==> src/rtl/frm_ring_pkg.sv <==
// Shared types for the frame ring buffer controller.
// Assumes: drop cause values are visible at the top as a 3-bit code.
package frm_ring_pkg;
    typedef enum logic [2:0] {
        DRP_NONE    = 3'd0,
        DRP_OVER    = 3'd1,
        DRP_NOSPACE = 3'd2,
        DRP_TRUNC   = 3'd3,
        DRP_CFG     = 3'd4
    } drop_code_t;

    typedef enum logic {
        ADM_IDLE = 1'b0,
        ADM_WAIT = 1'b1
    } adm_state_t;
endpackage

==> src/rtl/rb_ptrs.sv <==
// Write and read pointers of the circular store, one bit wider than the
// address so that full and empty differ. Assumes callers only advance
// when the level permits.
module rb_ptrs #(
    parameter int AW = 6,
    localparam int LW = AW + 1
) (
    input  logic          clk,
    input  logic          rst_n,
    input  logic          wr_adv,
    input  logic          rd_adv,
    input  logic [LW-1:0] len,
    output logic [AW-1:0] wr_addr,
    output logic [AW-1:0] rd_addr,
    output logic [LW-1:0] fill,
    output logic [LW-1:0] free
);
    localparam logic [LW-1:0] DEPTH = LW'(1) << AW;

    logic [LW-1:0] wptr_q, rptr_q;

    // Advance each pointer by one burst when its side completes.
    always_ff @(posedge clk) begin
        if (!rst_n) begin
            wptr_q <= '0;
            rptr_q <= '0;
        end else begin
            if (wr_adv) wptr_q <= wptr_q + len;
            if (rd_adv) rptr_q <= rptr_q + len;
        end
    end

    // Level is the modular pointer distance; free space is the remainder.
    always_comb begin
        fill    = wptr_q - rptr_q;
        free    = DEPTH - fill;
        wr_addr = wptr_q[AW-1:0];
        rd_addr = rptr_q[AW-1:0];
    end
endmodule

==> src/rtl/rb_wmark.sv <==
// Level monitor: hysteresis backpressure, rising-edge counter and sticky
// check of the threshold setting. Assumes thresholds are quasi-static.
module rb_wmark #(
    parameter int AW = 6,
    parameter int CW = 16,
    localparam int LW = AW + 1
) (
    input  logic          clk,
    input  logic          rst_n,
    input  logic [LW-1:0] fill,
    input  logic [LW-1:0] lo,
    input  logic [LW-1:0] hi,
    input  logic [LW-1:0] drop_thr,
    input  logic [LW-1:0] len,
    output logic          bp,
    output logic [CW-1:0] hw_cnt,
    output logic          cfg_err
);
    localparam logic [LW-1:0] DEPTH = LW'(1) << AW;

    logic cfg_ok;

    // Ordering and range rules for the programmed levels.
    always_comb begin
        cfg_ok = (lo < hi) && (hi < drop_thr) && (drop_thr <= DEPTH)
              && (len != '0) && (len <= DEPTH);
    end

    // Set at the upper level, clear under the lower one, count rises.
    always_ff @(posedge clk) begin
        if (!rst_n) begin
            bp     <= 1'b0;
            hw_cnt <= '0;
        end else if (fill >= hi) begin
            bp <= 1'b1;
            if (!bp) hw_cnt <= hw_cnt + 1'b1;
        end else if (fill < lo) begin
            bp <= 1'b0;
        end
    end

    // Latch a bad setting until reset.
    always_ff @(posedge clk) begin
        if (!rst_n)       cfg_err <= 1'b0;
        else if (!cfg_ok) cfg_err <= 1'b1;
    end
endmodule

==> src/rtl/rb_admit.sv <==
// Frame admission: decides at each burst whether to write, refuse or
// discard, drives the memory request and logs coded drop events.
// Assumes one memory grant completes a whole burst.
module rb_admit
    import frm_ring_pkg::*;
#(
    parameter int AW = 6,
    localparam int LW = AW + 1
) (
    input  logic          clk,
    input  logic          rst_n,
    input  logic          up_valid,
    input  logic          up_sof,
    input  logic          up_eof,
    input  logic [LW-1:0] fill,
    input  logic [LW-1:0] free,
    input  logic [LW-1:0] drop_thr,
    input  logic [LW-1:0] len,
    input  logic          cfg_err,
    input  logic          mem_gnt,
    output logic          up_ready,
    output logic          mem_req,
    output logic          wr_adv,
    output logic          drop_evt,
    output logic [2:0]    drop_code,
    output logic [31:0]   stall_cnt
);
    adm_state_t st_q;
    drop_code_t code_q, dec_code;
    logic       dropping_q, dec_write, accept;

    // Per-burst admission rule: start bursts check levels, later bursts
    // follow the frame's fate or truncate when space runs out.
    always_comb begin
        accept = up_valid && (st_q == ADM_IDLE);
        if (up_sof) begin
            if (cfg_err)               dec_code = DRP_CFG;
            else if (fill >= drop_thr) dec_code = DRP_OVER;
            else if (free < len)       dec_code = DRP_NOSPACE;
            else                       dec_code = DRP_NONE;
            dec_write = (dec_code == DRP_NONE);
        end else begin
            if (!dropping_q && free < len) dec_code = DRP_TRUNC;
            else                           dec_code = DRP_NONE;
            dec_write = !dropping_q && (free >= len);
        end
    end

    // Request state, frame discard flag, event log and stall counter.
    always_ff @(posedge clk) begin
        if (!rst_n) begin
            st_q       <= ADM_IDLE;
            dropping_q <= 1'b0;
            drop_evt   <= 1'b0;
            code_q     <= DRP_NONE;
            stall_cnt  <= '0;
        end else begin
            drop_evt <= 1'b0;
            if (st_q == ADM_WAIT && !mem_gnt) stall_cnt <= stall_cnt + 1'b1;
            case (st_q)
                ADM_IDLE: if (accept) begin
                    if (dec_write) begin
                        st_q       <= ADM_WAIT;
                        dropping_q <= 1'b0;
                    end else begin
                        dropping_q <= !up_eof;
                    end
                    if (dec_code != DRP_NONE) begin
                        drop_evt <= 1'b1;
                        code_q   <= dec_code;
                    end
                end
                ADM_WAIT: if (mem_gnt) st_q <= ADM_IDLE;
                default:  st_q <= ADM_IDLE;
            endcase
        end
    end

    // Port-facing decode of the state.
    always_comb begin
        up_ready  = (st_q == ADM_IDLE);
        mem_req   = (st_q == ADM_WAIT);
        wr_adv    = mem_req && mem_gnt;
        drop_code = code_q;
    end
endmodule

==> src/rtl/frm_ring_ctrl.sv <==
// Top of the watermarked frame ring buffer controller. Connects the
// pointer pair, the level monitor and the admission logic, and serves the
// read side. Assumes the consumer reads in bursts of cfg_len.
module frm_ring_ctrl #(
    parameter int AW = 6,
    parameter int CW = 16,
    localparam int LW = AW + 1
) (
    input  logic          clk,
    input  logic          rst_n,
    input  logic [LW-1:0] cfg_low,
    input  logic [LW-1:0] cfg_high,
    input  logic [LW-1:0] cfg_drop,
    input  logic [LW-1:0] cfg_len,
    input  logic          up_valid,
    input  logic          up_sof,
    input  logic          up_eof,
    output logic          up_ready,
    output logic          up_slow,
    output logic          mem_req,
    output logic [AW-1:0] mem_addr,
    output logic [LW-1:0] mem_len,
    input  logic          mem_gnt,
    input  logic          rd_take,
    output logic          rd_ok,
    output logic [AW-1:0] rd_addr,
    output logic [LW-1:0] lvl,
    output logic          drop_evt,
    output logic [2:0]    drop_code,
    output logic [CW-1:0] hw_cnt,
    output logic [31:0]   stall_cnt,
    output logic          cfg_err
);
    logic          wr_adv, rd_adv;
    logic [LW-1:0] fill, free;

    // Read side: a whole burst must be present before it is released.
    always_comb begin
        rd_ok   = (fill >= cfg_len) && (cfg_len != '0);
        rd_adv  = rd_take && rd_ok;
        lvl     = fill;
        mem_len = cfg_len;
    end

    rb_ptrs #(.AW(AW)) ptrs_i (
        .clk(clk), .rst_n(rst_n), .wr_adv(wr_adv), .rd_adv(rd_adv),
        .len(cfg_len), .wr_addr(mem_addr), .rd_addr(rd_addr),
        .fill(fill), .free(free)
    );

    rb_wmark #(.AW(AW), .CW(CW)) wmark_i (
        .clk(clk), .rst_n(rst_n), .fill(fill), .lo(cfg_low), .hi(cfg_high),
        .drop_thr(cfg_drop), .len(cfg_len), .bp(up_slow), .hw_cnt(hw_cnt),
        .cfg_err(cfg_err)
    );

    rb_admit #(.AW(AW)) admit_i (
        .clk(clk), .rst_n(rst_n), .up_valid(up_valid), .up_sof(up_sof),
        .up_eof(up_eof), .fill(fill), .free(free), .drop_thr(cfg_drop),
        .len(cfg_len), .cfg_err(cfg_err), .mem_gnt(mem_gnt),
        .up_ready(up_ready), .mem_req(mem_req), .wr_adv(wr_adv),
        .drop_evt(drop_evt), .drop_code(drop_code), .stall_cnt(stall_cnt)
    );
endmodule

==> config.mk <==
export PLATFORM = sky130hd
export DESIGN_NAME = frm_ring_ctrl
export DESIGN_NICKNAME = d
export VERILOG_FILES = /design/src/rtl/frm_ring_pkg.sv /design/src/rtl/rb_ptrs.sv /design/src/rtl/rb_wmark.sv /design/src/rtl/rb_admit.sv /design/src/rtl/frm_ring_ctrl.sv
export SDC_FILE = /design/constraint.sdc
export NUM_CORES = 1
export LEC_CHECK = 0
export CORE_MARGIN = 1
export CORE_UTILIZATION = 41
export CTS_BUF_LIST = sky130_fd_sc_hd__clkbuf_2 sky130_fd_sc_hd__clkbuf_4 sky130_fd_sc_hd__clkbuf_8
export DETAILED_ROUTE_END_ITERATION = 6
export PLACE_DENSITY = 0.74
export SLEW_MARGIN = 20
export SYNTH_ARGS = -nofsm -noshare
export SYNTH_HDL_FRONTEND = slang
export SYNTH_HIERARCHICAL = 1
export SYNTH_SLANG_ARGS = --single-unit
==> constraint.sdc <==
create_clock -name clk -period 3.45 [get_ports clk]
set_input_delay 0.69 -clock clk [delete_from_list [all_inputs] [get_ports clk]]
set_output_delay 0.69 -clock clk [all_outputs]
set_load 0.02 [all_outputs]
Word-level counts from Yosys, hierarchy flattened --
Index checks and enable logic that the tools add are counted.
Storage, ports and cells: register bits after elaboration 70
Operators by class: $add $sub $neg 6, $lt $le $gt $ge 10, multiplexer cells 15, bitwise gates (word level) 4, reductions and logical operators 22
Operators by type and width (number):
- $add A32 B1 Y32 const B | 1
- $ge A7 B7 Y1 | 4
- $lt A7 B7 Y1 | 4
- $add A16 B1 Y16 const B | 1
- $add A7 B7 Y7 | 2
- $le A7 B7 Y1 const B | 2
- $mux W3 | 4
- $logic_and A1 B1 Y1 | 11
- $mux W1 | 8
- $reduce_bool A7 Y1 | 1
- $sub A7 B7 Y7 | 1
- $sub A7 B7 Y7 const A | 1
- $mux W2 | 2
- $not A1 Y1 | 4
- $reduce_and A2 Y1 | 2
- $logic_not A1 Y1 | 3
- $logic_not A3 Y1 | 1
- $reduce_and A3 Y1 | 1
- $reduce_bool A3 Y1 | 1
- $reduce_or A3 Y1 | 1
- $pmux W1 S2 | 1
- $reduce_bool A2 Y1 | 1

Longest topological paths before layout --
depth after elaboration 12, mapped depth 19

By module --
The synthesis kept the hierarchy.
Modules (own cells, without submodules):
- rb_admit | instances 1, cells an instance 244, area each 2213.4 µm², seq. area each 760.7 µm²
- rb_ptrs | instances 1, cells an instance 185, area each 1559.0 µm², seq. area each 280.3 µm²
- rb_wmark | instances 1, cells an instance 185, area each 1501.4 µm², seq. area each 360.3 µm²
- frm_ring_ctrl | instances 1, cells an instance 37, area each 271.5 µm², seq. area each 0.0 µm²

Worst setup path after synthesis --
Ideal clock, no wire load.
kind flip-flop to flip-flop, start point reg ptrs_i.wptr_q[0], end point reg ptrs_i.rptr_q[6], setup time 0.070 ns, data arrival time 3.279 ns, setup slack 0.101 ns, cell stages (with the launch flop) 20, path buffers 1, period minus slack after synthesis 3.349 ns, cell sequence dfxtp_1 > inv_1 > ha_1 > inv_1 > fa_1 > nand3_1 > a21oi_1 > nor4_1 > a311o_1 > ha_1 > nand2_1 > o21ai_1 > a21oi_1 > a211oi_2 > clkbuf_1 > inv_2 > nor2_1 > a21oi_1 > a31o_1 > a21boi_1
On the way: cells in the longest elaborated chain, start to end 4
Ends and longest elaborated chain:
- start, declared | RTL line rb_ptrs.sv:20 | logic [LW-1:0] wptr_q, rptr_q;
- start signal, assigned | RTL line rb_ptrs.sv:28 | if (wr_adv) wptr_q <= wptr_q + len;
- $sub A7 B7 Y7 | RTL line rb_ptrs.sv:35 | fill = wptr_q - rptr_q;
- via lvl[6] | RTL line frm_ring_ctrl.sv:27 | output logic [LW-1:0] lvl,
- $ge A7 B7 Y1 | RTL line frm_ring_ctrl.sv:39 | rd_ok = (fill >= cfg_len) && (cfg_len != '0);
- $logic_and A1 B1 Y1 | RTL line frm_ring_ctrl.sv:39
- $logic_and A1 B1 Y1 | RTL line frm_ring_ctrl.sv:40 | rd_adv = rd_take && rd_ok;
- via rd_adv | RTL line frm_ring_ctrl.sv:34 | logic wr_adv, rd_adv;
- end signal, assigned | RTL line rb_ptrs.sv:29 | if (rd_adv) rptr_q <= rptr_q + len;
- end, declared | RTL line rb_ptrs.sv:20
The timed path passes the listed nets, and every way through them passes these cells. A chain may end at the register's enable or synchronous reset.

Worst setup path after layout --
start point reg ptrs_i.wptr_q[0], end point out rd_ok
On the way: cells in the longest elaborated chain, start to end 3
Ends and longest elaborated chain:
- $sub A7 B7 Y7 | RTL line rb_ptrs.sv:35
- $ge A7 B7 Y1 | RTL line frm_ring_ctrl.sv:39
- $logic_and A1 B1 Y1 | RTL line frm_ring_ctrl.sv:39
- end, declared | RTL line frm_ring_ctrl.sv:25 | output logic rd_ok,
No other way between the ends.

==> reports/qor.yml <==
synthesis:
  synthFlopType: "dfxtp_1"
  synth_largest_area_cell: "dfxtp_1"
  synth.avg_cell_area_um2: 8.52
  synth_area_leaders: "dfxtp_1, ha_1, xnor2_1"
  synth_edf_count: 0
  synth_cells: 651
  synth.cell_area_um2: 5550
  ys_seq_area_share_pct: 25.3
  synth_cell_types: 78
  ys_ff_latch: 70
  ys.warnings.count: 6
  yosys.cell_count.top_type: "dfxtp_1"
  synth-async-reset-ratio_pct: 0
  synthTopCellsByCount: "dfxtp_1, ha_1, inv_1"
  yosysTopAreaCellShare_pct: 25.3
  syn-num-nets: 756
layout:
  register_area_um2: 1400
  stdcell_count: 958
  final_util_pct: 55.6
  nets: 883
  fillers: 1176
  diodes: 0
  drive_above_1_share_pct: 13.9
  area_growth_pct: 32.2
  multi_input_area_um2: 3770
critical_path:
  path_delay_family: "adder cells"
  path_buf_inv: 3
  crit-reg2reg-launch: "ptrs_i/wptr_q[0]$_SDFFE_PN0P_"
  cp_slowest_cell: "fa_2"
  crit_required_ns: 2.76
  r2r_end: "ptrs_i/rptr_q[6]$_SDFFE_PN0P_"
  startpoint: "ptrs_i/wptr_q[0]$_SDFFE_PN0P_"
  cp-start-kind: "flip-flop"
  max_stage_delay_ns: 0.37
  crit_arrival_ns: 2.69
  path_cells: "inv_2 -> ha_4 -> inv_2 -> fa_2 -> nand3_4 -> a21oi_4 -> nor4_2 -> a311o_1 -> ha_4 -> a21oi_2 -> o21ai_2 -> a21oi_2 -> a21oi_1 -> buf_4"
  critPathKind: "flip-flop to output pin"
  worst-r2r-setup-slack_ns: 0.15
  crit_fanout: 2
  rr_worst_depth: 18
  crit_path_end_kind: "output pin"
sta:
  hold_viol_final: 0
  max_freq_ghz: 0.296
  drv_slew: 0
  setup_tns_ns: 0
  worstMarginPinSlew_ns: 0.671
  setup_viol: 0
  min_period_over_period_pct: 98.0
  fin_skew_ns: 0.0132
  slew_headroom_pct: 54.9
  holdWs_ns: 0.485
  final.min_clock_period_ns: 3.38
  rsz0062_at_grt: "true"
clock_tree:
  clock_sinks: 70
  cts_root_buf: "clkbuf_8"
  clockBufferDepth: 2
  cts_hold_buffers: 0
  clk_pin_slew_worst_paths_ns: 0.08
  clk_latency_ns: 0.37
  cts_max_level: 3
  numCtsBuffers: 9
  cts_tree: "built"
route:
  post-route-drc-count: 0
  dr_total_vias: 5103
  postRouteAntennaNets: 0
  drt_iter0_markers: 292
  first_pass_iters: 5
  vias_per_cell: 5.33
  routed_wl_um: 14300
  post_drt_wl_per_cell_um: 15.0
placement:
  hpwl_um: 11000
  gp_congestion: 0.904
  dpl.cell_count: 940
  numPortBuffers: 117
global_route:
  grt_pass1_wl_um: 23300
  antenna_found_initial: 0
  grt_max_degree: 33
  grt_usage_pct: 20.5
  grt_pass1_vias: 4949
  overflow: 0
floorplanning:
  die_height_um: 118
  start_util_pct: 42.0
  rows: 42
  core_um2: 13200
  die_x_um: 118
  die_area_um2: 14000
  top_level_ports: 118
worst_hold_path:
  whs_path_depth: 2
  hold_start: "wmark_i/hw_cnt[15]$_SDFFE_PN0P_"
  hold_path.class: "flip-flop to flip-flop"
  hold-path-endpoint: "wmark_i/hw_cnt[15]$_SDFFE_PN0P_"
power_and_ir_drop:
  powerDensity_nw_per_um2: 759
  ir_drop_mv: 0.514
  pwr-share-clk_pct: 13.6
  power_frac_comb_pct: 69.5
  switching_share_pct: 44.7
  internal_power_mw: 3.08
  switching_power_mw: 2.49
  seqPwrFrac_pct: 16.9
  leakage_nw: 3.12
outcome:
  outcome: "completed"
run:
  cap_violations: 0
==> repair_timing <==
item / in CTS / in global routing
pin swaps: 2 / 6
buffers inserted: 1 / 2
gates resized for setup: 9 / 28
setup endpoints to repair: 4 / 11
==> stage by stage <==
step | setup WS [ns] | power [mW] | cell area, um^2
after floorplan | 0.101 | 3.23 | 5550
after global placement | -0.0200 | 4.23 | 6970
after detailed placement | -0.154 | 4.40 | 6970
after CTS | -0.0101 | 5.23 | 7210
after global routing | -0.0585 | 6.01 | 7330
final | 0.0684 | 5.57 | 7330
==> state kept, by name (all words and copies together), names as in the netlist <==
name                cells
wmark_i/cfg_err         1
admit_i/stall_cnt      32
admit_i/drop_code       3
admit_i/mem_req         1
ptrs_i/wptr_q           7
admit_i/dropping_q      1
wmark_i/bp              1
admit_i/drop_evt        1
ptrs_i/rptr_q           7
wmark_i/hw_cnt         16
==> cell families (layout without fill, tap and decap cells) <==
group                      Yosys count  after routing  synth area share (%)
AOI/OAI and AO/OA                  129            129                  15.4
xor gates and xnor gates            43             43                  7.06
adders and majority gates           70             70                  16.2
buffers and inverters              103            234                  8.75
DFF                                 70             70                  25.3
muxes                                7              7                  1.26
and+or+nand+nor                    229            229                  26.0
==> worst max-delay path by stage <==
| stage | end | slack (ns) | depth (start not counted) |
|---|---|---|---|
| 2_1_floorplan | ptrs_i/rptr_q[6]$_SDFFE_PN0P_ | 0.10 | 19 |
| 3_3_place_gp | rd_ok | -0.02 | 14 |
| 3_5_place_dp | rd_ok | -0.15 | 14 |
| 4_1_cts | rd_ok | -0.01 | 14 |
| 5_1_grt | admit_i/drop_code[0]$_SDFFE_PN0P_ | -0.06 | 16 |
| 6_report | rd_ok | 0.07 | 14 |
==> cells in the final DEF (no fill, tap or decap), types with 19 or more instances in the layout <==
master,netlist,layout
inv_1,62,60
xnor2_1,31,31
clkdlybuf4s50_1,0,112
nand2_1,35,34
buf_4,21,37
ha_1,67,64
nand4_1,19,19
nor2_1,21,19
dfxtp_1,70,68
a21oi_1,45,38
and2_1,35,35
==> tightest hold or removal path, delay by kind of cell, from the launching register on <==
kind | cells | cell delay (ns)
mux | 1 | 0.05
flops | 1 | 0.33
simple gates | 1 | 0.06
==> metal layers <==
metal | vias up | share of wire [%] | track usage, % | wire length [um]
met2 | 127 | 50 | 35.1 | 7220
met5 | - | 0 | 0 | 0
met3 | 21 | 4.3 | 4.78 | 620
li1 | 2543 | - | - | -
met1 | 2412 | 43 | 24.7 | 6180
met4 | 0 | 2.2 | 7.85 | 319
==> area by class of cell <==
cell class                 count  area share, %
multi-input combinational    478           51.5
timing repair buffer         155           20.1
sequential                    70           19.1
inverter                      64           3.28
tap                          176           3.00
clock buffer                  10           1.88
clock inverter                 5           1.14
==> power by group through the flow <==
stage / Sequential, mW / Combinational [mW] / Clock (mW)
final: 0.943 / 3.87 / 0.758
after global routing: 0.954 / 4.24 / 0.814
after CTS: 0.941 / 3.51 / 0.775
after detailed placement: 0.960 / 3.44 / 0
after global placement: 0.955 / 3.27 / 0
after floorplan: 0.989 / 2.24 / 0
Power figures use the tool's default switching activity.
